`config.mk`:
```
export PLATFORM = sky130hd
export DESIGN_NAME = fdc_channel
export DESIGN_NICKNAME = d
export VERILOG_FILES = /design/src/rtl/fdc_pkg.sv /design/src/rtl/fdc_filter.sv /design/src/rtl/fdc_datapath.sv /design/src/rtl/fdc_control.sv /design/src/rtl/fdc_channel.sv
export SDC_FILE = /design/constraint.sdc
export NUM_CORES = 1
export LEC_CHECK = 0
export ABC_CLOCK_PERIOD_IN_PS = 3100
export BUFFER_PORTS_ARGS = -buffer_cell sky130_fd_sc_hd__clkbuf_2
export CAP_MARGIN = 10
export CORE_ASPECT_RATIO = 0.8
export CORE_MARGIN = 3
export CORE_UTILIZATION = 46
export CTS_CLUSTER_DIAMETER = 60
export DETAILED_ROUTE_END_ITERATION = 16
export PLACE_DENSITY_LB_ADDON = 0.3
export SLEW_MARGIN = 25
export SYNTH_ARGS = -nofsm -noshare
export SYNTH_HDL_FRONTEND = slang
export SYNTH_SLANG_ARGS = --single-unit
```
`constraint.sdc`:
```
create_clock -name clk -period 3.1 [get_ports clk]
set_clock_uncertainty 0.2 [all_clocks]
set_input_delay 0.31 -clock clk [delete_from_list [all_inputs] [get_ports clk]]
set_output_delay 0.31 -clock clk [all_outputs]
set_load 0.005 [all_outputs]
```
`src/rtl/fdc_pkg.sv`:
```
package fdc_pkg;

  typedef struct packed {
    logic rawB;
    logic filtA;
    logic match;
  } fdcEvt_t;

  typedef struct packed {
    logic loadA;
    logic loadB;
  } fdcStrobe_t;

  function automatic logic edgeQual(input logic [1:0] code, input logic rise, input logic fall);
    return (code[0] & rise) | (code[1] & fall);
  endfunction

endpackage

```
`src/rtl/fdc_filter.sv`:
```
module fdc_filter #(
  parameter int FW = 4
) (
  input  logic          clk,
  input  logic          rstN,
  input  logic          rawIn,
  input  logic [FW-1:0] filtLen,
  output logic          filtOut
);
  logic          tick;
  logic [FW-1:0] cnt;
  logic [FW:0]   lenEff;
  logic [FW:0]   cntNext;

  assign lenEff  = (filtLen == '0) ? (FW+1)'(1) : {1'b0, filtLen};
  assign cntNext = {1'b0, cnt} + (FW+1)'(1);

  always_ff @(posedge clk) begin
    if (!rstN) begin
      tick    <= 1'b0;
      cnt     <= '0;
      filtOut <= 1'b0;
    end else begin
      tick <= ~tick;
      if (tick) begin
        if (rawIn != filtOut) begin
          if (cntNext >= lenEff) begin
            filtOut <= rawIn;
            cnt     <= '0;
          end else begin
            cnt <= cntNext[FW-1:0];
          end
        end else begin
          cnt <= '0;
        end
      end
    end
  end

  assert_filt_tick_R3: assert property (@(posedge clk) disable iff (!rstN)
    !$stable(filtOut) |-> $past(tick));

endmodule

```
`src/rtl/fdc_datapath.sv`:
```
module fdc_datapath
  import fdc_pkg::*;
#(
  parameter int TW = 16,
  parameter int FW = 4
) (
  input  logic          clk,
  input  logic          rstN,
  input  logic          rawIn,
  input  logic [TW-1:0] timeBase0,
  input  logic [TW-1:0] timeBase1,
  input  logic          tbSel,
  input  logic [TW-1:0] matchVal,
  input  logic          matchEn,
  input  logic [1:0]    edgeSelA,
  input  logic [1:0]    edgeSelB,
  input  logic [FW-1:0] filtLen,
  input  fdcStrobe_t    str,
  output fdcEvt_t       ev,
  output logic [TW-1:0] capA,
  output logic [TW-1:0] capB,
  output logic          filtOut
);
  logic          rawPrev;
  logic          filtPrev;
  logic [TW-1:0] tbCur;

  fdc_filter #(.FW(FW)) uFilt (
    .clk     (clk),
    .rstN    (rstN),
    .rawIn   (rawIn),
    .filtLen (filtLen),
    .filtOut (filtOut)
  );

  assign tbCur    = tbSel ? timeBase1 : timeBase0;
  assign ev.rawB  = edgeQual(edgeSelB, rawIn & ~rawPrev, ~rawIn & rawPrev);
  assign ev.filtA = edgeQual(edgeSelA, filtOut & ~filtPrev, ~filtOut & filtPrev);
  assign ev.match = matchEn && (tbCur == matchVal);

  always_ff @(posedge clk) begin
    if (!rstN) begin
      rawPrev  <= 1'b0;
      filtPrev <= 1'b0;
      capA     <= '0;
      capB     <= '0;
    end else begin
      rawPrev  <= rawIn;
      filtPrev <= filtOut;
      if (str.loadA) capA <= tbCur;
      if (str.loadB) capB <= tbCur;
    end
  end

  assert_capa_on_load_R5: assert property (@(posedge clk) disable iff (!rstN)
    !$stable(capA) |-> $past(str.loadA));

endmodule

```
`src/rtl/fdc_control.sv`:
```
module fdc_control
  import fdc_pkg::*;
(
  input  logic       clk,
  input  logic       rstN,
  input  fdcEvt_t    ev,
  input  logic       clrFlags,
  output fdcStrobe_t str,
  output logic       transFlag,
  output logic       matchFlag,
  output logic       srvReq
);
  logic takeT;
  logic takeM;

  assign takeT     = ev.filtA && !transFlag;
  assign takeM     = ev.match && !transFlag && !matchFlag && !takeT;
  assign str.loadA = takeT || takeM;
  assign str.loadB = ev.rawB && !transFlag;

  always_ff @(posedge clk) begin
    if (!rstN) begin
      transFlag <= 1'b0;
      matchFlag <= 1'b0;
      srvReq    <= 1'b0;
    end else begin
      if (clrFlags) begin
        transFlag <= 1'b0;
        matchFlag <= 1'b0;
        srvReq    <= 1'b0;
      end
      if (takeT) transFlag <= 1'b1;
      if (takeM) matchFlag <= 1'b1;
      if (takeT || takeM) srvReq <= 1'b1;
    end
  end

  assert_match_not_with_trans_R7: assert property (@(posedge clk) disable iff (!rstN)
    $rose(matchFlag) |-> !$rose(transFlag));

  assert_srv_has_flag_R9: assert property (@(posedge clk) disable iff (!rstN)
    srvReq |-> (transFlag || matchFlag));

endmodule

```
`src/rtl/fdc_channel.sv`:
```
module fdc_channel
  import fdc_pkg::*;
#(
  parameter int TW = 16,
  parameter int FW = 4
) (
  input  logic          clk,
  input  logic          rstN,
  input  logic          rawIn,
  input  logic [TW-1:0] timeBase0,
  input  logic [TW-1:0] timeBase1,
  input  logic          tbSel,
  input  logic [TW-1:0] matchVal,
  input  logic          matchEn,
  input  logic [1:0]    edgeSelA,
  input  logic [1:0]    edgeSelB,
  input  logic [FW-1:0] filtLen,
  input  logic          clrFlags,
  output logic [TW-1:0] capA,
  output logic [TW-1:0] capB,
  output logic          filtOut,
  output logic          transFlag,
  output logic          matchFlag,
  output logic          srvReq
);
  fdcEvt_t    ev;
  fdcStrobe_t str;

  fdc_datapath #(.TW(TW), .FW(FW)) uDp (
    .clk       (clk),
    .rstN      (rstN),
    .rawIn     (rawIn),
    .timeBase0 (timeBase0),
    .timeBase1 (timeBase1),
    .tbSel     (tbSel),
    .matchVal  (matchVal),
    .matchEn   (matchEn),
    .edgeSelA  (edgeSelA),
    .edgeSelB  (edgeSelB),
    .filtLen   (filtLen),
    .str       (str),
    .ev        (ev),
    .capA      (capA),
    .capB      (capB),
    .filtOut   (filtOut)
  );

  fdc_control uCtl (
    .clk       (clk),
    .rstN      (rstN),
    .ev        (ev),
    .clrFlags  (clrFlags),
    .str       (str),
    .transFlag (transFlag),
    .matchFlag (matchFlag),
    .srvReq    (srvReq)
  );

  assert_capb_frozen_R6: assert property (@(posedge clk) disable iff (!rstN)
    (transFlag && !clrFlags) |=> $stable(capB));

endmodule

```
## After elaboration in Yosys (flattened, before gate mapping)

Index checks and enable logic that the tools add are counted.

| storage, ports and cells | value |
|---|---|
| flip-flop bits (word level) | 43 |
| input port bits | 62 |

| operators by class | value |
|---|---|
| add/subtract/negate cells | 1 |
| $lt $le $gt $ge | 1 |
| equality and inequality tests | 2 |
| mux-type cells | 8 |
| bitwise operators | 15 |
| reduce and logical (&&, ||, !) cells | 15 |

Operators by type and width:

| kind | count |
|---|---|
| equality test 16 bit | 1 |
| 2-to-1 mux 16 bit | 1 |
| 2-to-1 mux 4 bit | 3 |
| bitwise AND 1 bit | 8 |
| logical AND 1 bit | 6 |
| nonzero test 2 bit | 3 |
| adder 4 x 1 -> 5 bit, second input constant | 1 |
| >= comparator 5 x 4 -> 1 bit | 1 |
| inverter 1 bit | 5 |
| logical NOT 4 bit | 1 |
| 2-to-1 mux 1 bit | 4 |
| logical NOT 1 bit | 3 |
| AND reduction 3 bit | 1 |
| bitwise OR 1 bit | 2 |
| logical OR 1 bit | 1 |
| inequality test 1 bit | 1 |

## Longest topological paths before layout

| depth | value |
|---|---|
| depth after elaboration | 9 |
| gate-level depth with buffers | 10 |

## Modules after synthesis

A second synthesis with hierarchy kept.

| unflattened totals | value |
|---|---|
| cell total of the unflattened synthesis | 219 |
| area total of the unflattened synthesis | 2,130.8 um^2 |

By module, submodules not included:

| module | instances | cells each | area each (um^2) | seq. area each (um^2) |
|---|---|---|---|---|
| fdc_datapath | 1 | 156 | 1,575.3 | 680.7 |
| fdc_filter | 1 | 47 | 400.4 | 120.1 |
| fdc_control | 1 | 16 | 155.1 | 60.1 |

## Worst setup path after synthesis

OpenSTA, ideal clock, no wires.

| timing path | value |
|---|---|
| path kind | input to register |
| start | input tbSel |
| end | register uDp.capA[10] |
| arrival time | 2.191 ns |
| required time | 2.841 ns |
| path slack | 0.650 ns |
| stages | 10 |
| buffers on the path | 4 |
| cell sequence | buf_6 buf_2 mux2i_1 xor2_1 nand4_1 nor4_4 or2_1 buf_6 buf_8 o211a_1 |

| on the way | value |
|---|---|
| word-level cells in the longest chain between the ends | 7 |

RTL lines:

| item | RTL line | RTL |
|---|---|---|
| start: declaration | fdc_channel.sv:12 | `input logic tbSel,` |
| 2-to-1 mux 16 bit * | fdc_datapath.sv:36 | `assign tbCur = tbSel ? timeBase1 : timeBase0;` |
| equality test 16 bit | fdc_datapath.sv:39 | `assign ev.match = matchEn && (tbCur == matchVal);` |
| logical AND 1 bit | fdc_datapath.sv:39 |  |
| logical AND 1 bit (3 in series) | fdc_control.sv:17 | `assign takeM = ev.match && !transFlag && !matchFlag && !takeT;` |
| logical OR 1 bit | fdc_control.sv:18 | `assign str.loadA = takeT \|\| takeM;` |
| end signal: assignment | fdc_datapath.sv:50 | `if (str.loadA) capA <= tbCur;` |
| end: declaration | fdc_datapath.sv:20 | `output logic [TW-1:0] capA,` |

Every way passes the cells marked *; elsewhere a longest branch is shown, timed or not.
A chain may end at the register's enable or synchronous reset.

## Worst setup path after layout

| timing path | value |
|---|---|
| start | register uCtl.transFlag |
| end | register uDp.capA[13] |

| on the way | value |
|---|---|
| word-level cells in the longest chain between the ends | 5 |
| elaborated cells on any way between the ends | 7 |

RTL lines:

| item | RTL line | RTL |
|---|---|---|
| start: declaration | fdc_control.sv:9 | `output logic transFlag,` |
| start signal: assignment | fdc_control.sv:23 | `transFlag <= 1'b0;` |
| start signal: assignment | fdc_control.sv:28 | `transFlag <= 1'b0;` |
| start signal: assignment | fdc_control.sv:32 | `if (takeT) transFlag <= 1'b1;` |
| logical NOT 1 bit * | fdc_control.sv:16, fdc_control.sv:17 |  |
| logical AND 1 bit, on equally long branches | fdc_control.sv:17, fdc_control.sv:16 |  |
| logical AND 1 bit or logical NOT 1 bit (tied branches) | fdc_control.sv:17 |  |
| logical AND 1 bit | fdc_control.sv:17 |  |
| logical OR 1 bit * | fdc_control.sv:18 |  |

Marks and branches as above.

==> key figures <==
Run status
  • Status: finished, final reports clean

CTS
  • CTS Sinks: 43
  • Post-CTS Hold Buffers: 0
  • Cts repair resizes: 0
  • Num CTS Buffers: 5
  • Clk slew on worst S/H paths: roughly 0.08 ns
  • Clock latency on the worst-skew pair: 0.29 ns
  • CTS tree: built
  • Root Buffer: clkbuf_8
  • Post-CTS Setup Bufs: 0
  • Clk buf depth: 2
  • H-tree Lvls: 2

Global routing
  • Initial antenna violation count: 0
  • GRT overflow: 0
  • Tot GR Track Use: 0.208
  • First-pass GRT wire length: 8360 um
  • Vias in the first global route: 1,714
  • Largest net degree at the start of global routing: 33

Power and ir drop
  • Leak Pwr: between 1.5 and 2 nW
  • Sw Ratio: 0.261
  • Register share of total power: 0.520
  • Sw power: 296 uW
  • Clock power frac: 0.297
  • Power Internal: ~840 uW
  • Comb pwr share: 0.183
  • PwrDens: 413 nW/um2
  • Max VDD drop: 293 uV

Critical path
  • Startpoint types: flop
  • Crit path launch: uCtl.transFlag$_SDFFE_PN0P_
  • Critical path type: flop to flop
  • FF-to-FF Start: uCtl.transFlag$_SDFFE_PN0P_
  • WP data arrival: 2.69 ns
  • CP required: 3.14 ns
  • CP endpoint kind: flop
  • Max FO, Critical Path: 17

Drt
  • WL met2: 2380 um
  • Routed length per placed instance: between 10 and 15 um
  • Via count: 1,918
  • Uppermost layer routed: met4
  • Vias per cell: 5.14
  • Antenna Violating Nets Remaining: 0
  • DRT met1 WL: about 2600 um
  • Drt pass-1 iters: 4
  • DRT iter0 DRCs: slightly above 80
  • Metal3 WL: 377 um
  • DRC: 0
  • DRT Wirelength: 5410 um

Timing
  • Endpoints failing setup: 0
  • WHS: 0.113 ns
  • Final setup margin: ~0.45 ns
  • Setup TNS: 0 ns
  • Max frequency: 377 MHz
  • Max-slew violation count: 0
  • Period minus WS final: 2.65 ns
  • Max-Slew Margin vs Limit: 0.573
  • Final Hold Fails: 0
  • RSZ-0062 raised after global routing: no
  • Measured slew at the worst slew-check pin: 0.640 ns
  • Final period util: 0.856

Final layout
  • Final std cells w/o fill: 373
  • Synthesis-to-finish area growth: 32.2%
  • Share of post-route cells with drive strength above 1: 0.399
  • Finished Cell Area: roughly 2800 um2
  • Final nets: 382
  • N_diodes: 0
  • # fillers: 387

Floorplanning
  • I/O Pins: a little under 100
  • Core area: 4260 um2
  • DIE WIDTH: between 80 and 90 um
  • Initial Util: 0.489
  • Die height: 66.2 um
  • Die Footprint: ~5400 um2
  • Num rows: 21

Logic synthesis
  • Post-synth top area share: 0.414
  • Synthesized area: 2080 um2
  • Ys Warns: 0
  • Sequential fraction of the synthesis area: 0.414
  • Average cell area after synthesis: 9.91 um2
  • Flops & latches, synth: 43
  • Asr flop ratio synth: 0
  • Area contributors post-synth: dfxtp_1 (41%), o211a_1 (7.7%), mux2i_1 (7.2%), a211oi_1 (6.1%), xor2_1 (5.5%)
  • Synth Instances: 210
  • Syn nets: 277
  • Post-synth top area cell: dfxtp_1
  • Ys flop type: dfxtp_1
  • EDFF count, synth: 0
  • Post-synth cell types: 36

Placed design
  • Placed cell area: 2670 um2
  • PortBufs: 97
  • Final RePlAce weighted congestion: between 0.9 and 1
  • Detail Placement HPWL: 4430 um
  • DP Worst Slack: 0.275 ns
  • Cells after DPL: 365

Min path
  • Worst hold path type: input port to flop
  • Hold Startpoint: rawIn

Flow run
  • Max-cap violations: 0
[kinds of logic after synthesis]
logic type | count (synthesis) | share of synthesized area
adder cells (fa/ha/maj) | 5 | 0.0301
XOR/XNOR | 17 | 0.0716
AND/OR/NAND/NOR | 44 | 0.122
AO/OA/AOI/OAI | 64 | 0.224
flip-flops | 43 | 0.414
multiplexers | 18 | 0.0908
buffers and inverters | 19 | 0.0481
[area by class of cell]
type                            instances  area (um2)  share of cell area
Clock buffer                            7        76.3              0.0278
Clock inverter                          1        5.00             0.00182
Inverter                                6        22.5             0.00819
Multi-Input combinational cell        148        1120               0.409
Sequential cell                        43         861               0.313
Tap cell                               57        71.3              0.0259
Timing Repair Buffer                  111         591               0.215
[registers in the layout, indices dropped and copies added (netlist names)]
| signal | cells |
|---|---|
| uDp.capA | 16 |
| uDp.capB | 16 |
| uDp.uFilt.cnt | 4 |
| uCtl.matchFlag | 1 |
| uCtl.srvReq | 1 |
| uCtl.transFlag | 1 |
| uDp.filtPrev | 1 |
| uDp.rawPrev | 1 |
| uDp.uFilt.filtOut | 1 |
| uDp.uFilt.tick | 1 |
[path summary, 6_finish.rpt]
kind,endpoint,slack (ns),cells after the start
min,uDp.rawPrev$_SDFF_PN0_,0.11,2
max,uDp.capA[13]$_SDFFE_PN0P_,0.45,7
max reg2reg,uDp.capA[13]$_SDFFE_PN0P_,0.45,7
min reg2reg,uDp.uFilt.cnt[2]$_SDFFE_PN0P_,0.30,2
[power groups by stage]
stage	Clock [mW]	Sequential, mW	Combinational, mW
after floorplan	0	0.604	0.106
after global placement	0	0.603	0.203
after detailed placement	0	0.603	0.207
after CTS	0.346	0.590	0.207
after global routing	0.368	0.593	0.230
final	0.337	0.590	0.207
[layout by cell type, fill, tap and decap left out, types with 2 or more instances in the layout]
master,instances
clkbuf_2,97
dfxtp_1,43
nor2_1,18
o21ai_0,18
a211oi_1,17
o211a_1,16
mux2i_1,15
buf_4,14
xor2_1,13
inv_1,6
nand3b_1,5
a21oi_1,5
ha_1,5
clkbuf_8,5
xnor2_1,4
nor2b_1,3
nand4_1,3
nand2_1,3
nand3_1,2
a31o_2,2
and2_1,2
mux2i_2,2
a21o_1,2
a22o_1,2
clkbuf_1,2
[metrics by stage]
stage	utilization	power (mW)
after CTS	0.646	1.14
final	0.646	1.13
after floorplan	-	0.710
after global placement	0.627	0.806
after global routing	0.646	1.19
after detailed placement	0.627	0.810
[critical path, cell delays in order, from the launching register on]
cell and delay [ns]:
dfxtp_1 0.37, nor4b_1 0.39, mux2i_1 0.13, or4_4 0.56, nor4_4 0.43, or2_1 0.16
buf_4 0.20, o211a_1 0.16
[metal layers]
metal  vias up  global-route usage
met5         -                   0
met2        53               0.294
li1        972                   -
met1       884               0.298
met3         9              0.0531
met4         0              0.0844
[synth_stat cells, types with 3 or more instances]
cell type / number
dfxtp_1: 43
nor2_1: 18
o21ai_0: 18
a211oi_1: 17
o211a_1: 16
mux2i_1: 15
xor2_1: 13
clkbuf_1: 8
a21oi_1: 6
inv_1: 6
ha_1: 5
nand3b_1: 5
xnor2_1: 4
nand2_1: 3
nand4_1: 3
nor2b_1: 3
No activity file was read; power rests on OpenSTA's default activity.
